File: config.mk
export PLATFORM = sky130hd
export DESIGN_NAME = pid_remap
export DESIGN_NICKNAME = d
export VERILOG_FILES = /design/src/rtl/pid_remap_pkg.sv /design/src/rtl/pid_remap_pidreg.sv /design/src/rtl/pid_remap_ctxreg.sv /design/src/rtl/pid_remap_path.sv /design/src/rtl/pid_remap.sv
export SDC_FILE = /design/constraint.sdc
export NUM_CORES = 1
export LEC_CHECK = 0
export CAP_MARGIN = 0
export CORE_ASPECT_RATIO = 1.5
export CORE_MARGIN = 2
export CORE_UTILIZATION = 28
export DETAILED_ROUTE_END_ITERATION = 10
export HOLD_SLACK_MARGIN = 0.03
export PLACE_DENSITY = 0.64
export SLEW_MARGIN = 20
export SYNTH_ARGS = -nofsm -noshare
export SYNTH_HDL_FRONTEND = slang
export SYNTH_HIERARCHICAL = 1
export SYNTH_SLANG_ARGS = --single-unit
File: constraint.sdc
create_clock -name clk_i -period 2.5 [get_ports clk_i]
set_input_delay 0.75 -clock clk_i [delete_from_list [all_inputs] [get_ports clk_i]]
set_output_delay 0.75 -clock clk_i [all_outputs]
set_load 0.02 [all_outputs]
File: src/rtl/pid_remap_pkg.sv
package pid_remap_pkg;
  typedef enum logic {
    SEL_PID = 1'b0,
    SEL_CTX = 1'b1
  } reg_sel_e;
endpackage

File: src/rtl/pid_remap_pidreg.sv
module pid_remap_pidreg #(
  parameter int ADDR_W = 32,
  parameter int PID_W  = 7
) (
  input  logic              clk_i,
  input  logic              rst_ni,
  input  logic              we_i,
  input  logic [ADDR_W-1:0] wdata_i,
  output logic [PID_W-1:0]  pid_o
);
  localparam int PID_LSB = ADDR_W - PID_W;

  logic [PID_W-1:0] pid_q;

  always_ff @(posedge clk_i or negedge rst_ni) begin
    if (!rst_ni)   pid_q <= '0;
    else if (we_i) pid_q <= wdata_i[ADDR_W-1:PID_LSB];
  end

  assign pid_o = pid_q;

  assert_pid_load_R6: assert property (@(posedge clk_i) disable iff (!rst_ni)
    we_i |=> pid_q == $past(wdata_i[ADDR_W-1:PID_LSB]));
  assert_pid_hold_R9: assert property (@(posedge clk_i) disable iff (!rst_ni)
    !we_i |=> $stable(pid_q));
endmodule

File: src/rtl/pid_remap_ctxreg.sv
module pid_remap_ctxreg #(
  parameter int CTX_W = 32
) (
  input  logic             clk_i,
  input  logic             rst_ni,
  input  logic             we_i,
  input  logic [CTX_W-1:0] wdata_i,
  output logic [CTX_W-1:0] ctx_o,
  output logic             strobe_o
);
  logic [CTX_W-1:0] ctx_q;
  logic             stb_q;

  always_ff @(posedge clk_i or negedge rst_ni) begin
    if (!rst_ni) begin
      ctx_q <= '0;
      stb_q <= 1'b0;
    end else begin
      stb_q <= we_i;
      if (we_i) ctx_q <= wdata_i;
    end
  end

  assign ctx_o    = ctx_q;
  assign strobe_o = stb_q;

  assert_ctx_strobe_data_R8: assert property (@(posedge clk_i) disable iff (!rst_ni)
    stb_q |-> ctx_q == $past(wdata_i));
  assert_ctx_hold_R9: assert property (@(posedge clk_i) disable iff (!rst_ni)
    !stb_q |-> $stable(ctx_q));
endmodule

File: src/rtl/pid_remap_path.sv
module pid_remap_path #(
  parameter int ADDR_W = 32,
  parameter int PID_W  = 7
) (
  input  logic [ADDR_W-1:0] va_i,
  input  logic [PID_W-1:0]  pid_i,
  input  logic              mmu_en_i,
  input  logic              maint_i,
  output logic [ADDR_W-1:0] mva_o
);
  localparam int PID_LSB = ADDR_W - PID_W;

  logic in_low_win;
  logic relocate;

  // Inside the lowest window the top bits are zero, so inserting the PID equals adding it.
  assign in_low_win = (va_i[ADDR_W-1:PID_LSB] == '0);
  assign relocate   = mmu_en_i && !maint_i && in_low_win;
  assign mva_o      = relocate ? {pid_i, va_i[PID_LSB-1:0]} : va_i;
endmodule

File: src/rtl/pid_remap.sv
module pid_remap
  import pid_remap_pkg::*;
#(
  parameter int ADDR_W = 32,
  parameter int PID_W  = 7
) (
  input  logic              clk_i,
  input  logic              rst_ni,
  input  logic [ADDR_W-1:0] va_i,
  input  logic              mmu_en_i,
  input  logic              maint_i,
  output logic [ADDR_W-1:0] mva_o,
  input  logic              reg_we_i,
  input  logic              reg_sel_i,
  input  logic [ADDR_W-1:0] reg_wdata_i,
  output logic [ADDR_W-1:0] reg_rdata_o,
  output logic [ADDR_W-1:0] ctx_id_o,
  output logic              ctx_wr_o
);
  localparam int PID_LSB = ADDR_W - PID_W;

  logic             pid_we, ctx_we;
  logic [PID_W-1:0] pid;

  assign pid_we = reg_we_i && (reg_sel_e'(reg_sel_i) == SEL_PID);
  assign ctx_we = reg_we_i && (reg_sel_e'(reg_sel_i) == SEL_CTX);

  pid_remap_pidreg #(.ADDR_W(ADDR_W), .PID_W(PID_W)) u_pid (
    .clk_i, .rst_ni, .we_i(pid_we), .wdata_i(reg_wdata_i), .pid_o(pid)
  );

  pid_remap_ctxreg #(.CTX_W(ADDR_W)) u_ctx (
    .clk_i, .rst_ni, .we_i(ctx_we), .wdata_i(reg_wdata_i),
    .ctx_o(ctx_id_o), .strobe_o(ctx_wr_o)
  );

  pid_remap_path #(.ADDR_W(ADDR_W), .PID_W(PID_W)) u_path (
    .va_i, .pid_i(pid), .mmu_en_i, .maint_i, .mva_o
  );

  always_comb begin
    if (reg_sel_e'(reg_sel_i) == SEL_CTX) reg_rdata_o = ctx_id_o;
    else                                  reg_rdata_o = {pid, {PID_LSB{1'b0}}};
  end

  assert_high_passthru_R3: assert property (@(posedge clk_i) disable iff (!rst_ni)
    (va_i[ADDR_W-1:PID_LSB] != '0) |-> mva_o == va_i);
  assert_mmu_off_passthru_R4: assert property (@(posedge clk_i) disable iff (!rst_ni)
    !mmu_en_i |-> mva_o == va_i);
  assert_maint_passthru_R5: assert property (@(posedge clk_i) disable iff (!rst_ni)
    maint_i |-> mva_o == va_i);
  assert_offset_kept_R2: assert property (@(posedge clk_i) disable iff (!rst_ni)
    mva_o[PID_LSB-1:0] == va_i[PID_LSB-1:0]);
  assert_pid_read_low_zero_R7: assert property (@(posedge clk_i) disable iff (!rst_ni)
    !reg_sel_i |-> reg_rdata_o[PID_LSB-1:0] == '0);
  assert_strobe_only_ctx_R8: assert property (@(posedge clk_i) disable iff (!rst_ni)
    $past(pid_we) && !$past(ctx_we) |-> !ctx_wr_o);
endmodule

==> summary.txt <==
top cell type's share of synthesized area: 42.44%
gr usage total: 13.15%
status: finished, violations left
clk_lat worst skew: 0.28 ns
register area share after synthesis: 42.44%
Critical Path RT: 1.75 ns
Slew @ Worst Pin: 0.4533 ns
Initial Util: 28.38%
Routed Antenna Nets: 0
Lkg Pwr: 1.716 nW
initial antenna violation count: 0
FF+latch area: 0.001001 mm²
WL per Instance: 15.11 µm
R2R depth: 1
Buffers on Ports: 116
mean post-synth cell area: 13.63 µm²
drt initial violations: 33
layout cells sized above 1: 36.76%
final-report setup violation count: 7
Yosys top cell by area: dfrtp_1
total global routing overflow: 0
CP max FO: 5
critical path endpoint category: output port
Vias: 1626
I/O Pins: 167
kind of critical path: input pin to output port
pwr/cell area: 623.5 mW/mm²
Die Area: 0.009188 mm²
largest net degree at the start of global routing: 28
dpl hpwl: 4244 µm
Avg Vias per Cell: 4.290
fin nets: 341
Max-cap violations: 0
shortest clock period the worst path allows after layout: 2.753 ns
RSZ-0062 raised after global routing: true
TritonCTS clock tree: yes
P&R area growth vs syn: 54.64%
Die Span Y: 116.4 µm
ranking of synthesized cells by area: dfrtp_1, mux2_4, buf_4, and2_1, o41ai_2
Worst-path clk slew: 0.06 ns
clk buf depth: 2
post-synthesis async set-or-reset flop share: 100.0%
die width: 78.94 µm
worst vdd ir: 0.3286 mV
post-route design area: 0.003647 mm²
Final Hold Viols: 0
Hold WC Path Type: input pin to async pin
Clock Skew: 0 ns
TritonRoute pass-1 iters: 4
synth warn: 6
CTS buffer count: 5
reg2reg end: u_pid/pid_o[1]
headroom to the max-slew limit: 69.78%
Worst Setup SP: va_i[26]
footprint of the multi-input gates: 0.001067 mm²
Synth cell types: 17
n_diodes: 0
global-route wire length before repair: 9052 µm
Fmax: 363.3 MHz
vias in the first global route: 1671
CORE AREA: 0.008310 mm²
ys flop type: dfrtp_1
# clock sinks: 40
Placer Congestion: 0.6663
Post-synth top cells: dfrtp_1, mux2_4, buf_4, and2_1, inv_1
flop2flop setup slack: 1.70 ns
Mapped Cells: 173
Seq cells post-synth: 40
max-slew violations: 0
CTS H-tree lvls: 2
netlist area before placement: 0.002359 mm²
Worst R2R Start: u_pid/pid_o[1]
DRC viols: 0
number of synthesized flops with an enable pin: 0
Routed WL: 5725 µm
Final WS setup: -0.2528 ns
Filler cells: 796
Post-CTS Hold Buffers: 0
overall power: 2.274 mW
failing checks: negative setup slack
Core Rows: 41
startpoint types: input pin
fin crit share: 110.1%
root buffer cell: clkbuf_16
WP data arrival: 2.00 ns
Synth Net Count: 243
post-place instance area: 0.003488 mm²
==> critical path, stage by stage <==
cell and delay, ns:
buf_6 0.09, or4_4 0.61, buf_12 0.17, o41ai_4 0.19
buf_4 0.19
==> through the flow <==
| step | TNS [ns] | hold slack [ns] | utilization (%) | cells | setup slack, ns |
|---|---|---|---|---|---|
| 2_1_floorplan | -0.9198 | 0.4544 | - | 173 | -0.1421 |
| 3_3_place_gp | -22.61 | 0.5061 | 41.98 | 366 | -1.098 |
| 3_5_place_dp | -22.79 | 0.5092 | 41.98 | 366 | -1.120 |
| 4_1_cts | -1.728 | 0.3572 | 43.81 | 378 | -0.2837 |
| 5_1_grt | -1.814 | 0.3672 | 43.89 | 379 | -0.2980 |
| 6_report | -1.547 | 0.3599 | 43.89 | 379 | -0.2528 |
==> how the worst max path moves through the flow <==
stage	cells after the start	slack (ns)	end
CTS	5	-0.28	mva_o[29]
detailed placement	4	-1.12	mva_o[25]
global placement	4	-1.10	mva_o[25]
global route	5	-0.30	mva_o[29]
floorplan	3	-0.14	mva_o[25]
finish	5	-0.25	mva_o[29]
==> registers in the layout, indices dropped and copies added (netlist names) <==
| name | flops |
|---|---|
| u_ctx/ctx_o | 32 |
| u_ctx/strobe_o | 1 |
| u_pid/pid_o | 7 |
==> area by class of cell <==
cell class	instances	share of cell area, %
flip-flops and latches	40	27.44
repair buffers	127	34.10
clock inverters	2	0.2744
inverters	14	1.441
multi-input cells	83	29.26
clock buffers	6	3.808
well taps	107	3.671
==> power breakdown <==
group          internal, mW  switching [mW]
Combinational         0.458           0.367
Sequential            0.743          0.0707
Clock                 0.393           0.243
Total                  1.59           0.681
==> cell usage in the layout (no fill, tap or decap), drive strengths merged <==
cell type	count
inv	14
dlygate4sd2	10
or3b	1
dfrtp	40
or4	1
clkdlybuf4s15	21
bufbuf	1
and2	26
clkdlybuf4s50	66
mux2	46
buf	23
clkbuf	12
and2b	1
or2	1
o41ai	7
clkinv	2
==> layer usage <==
layer	GRT usage [%]	part of all wire (%)	routed length (µm)	vias to the layer above
li1	-	-	-	745
met1	14.17	37	2122	776
met2	23.70	53	3017	89
met3	3.478	7.4	423	16
met4	6.552	2.8	162	0
met5	0	0	0	-
==> timing repair <==
action | in CTS | in global routing
pin swaps | 8 | 1
setup endpoints to repair | 39 | 29
resized for setup | 105 | 25
buffers inserted | 3 | 1
gates cloned | 1 | 0
==> cell families (layout without fill, tap and decap cells) <==
| group | count (synthesis) | after routing | synth area share [%] |
|---|---|---|---|
| mux | 46 | 46 | 28.33 |
| flops | 40 | 40 | 42.44 |
| buf+inv | 50 | 149 | 15.86 |
| compound gates | 7 | 7 | 4.828 |
| simple gates | 30 | 30 | 8.541 |
Note: power is estimated with default switching activity, not from simulation.
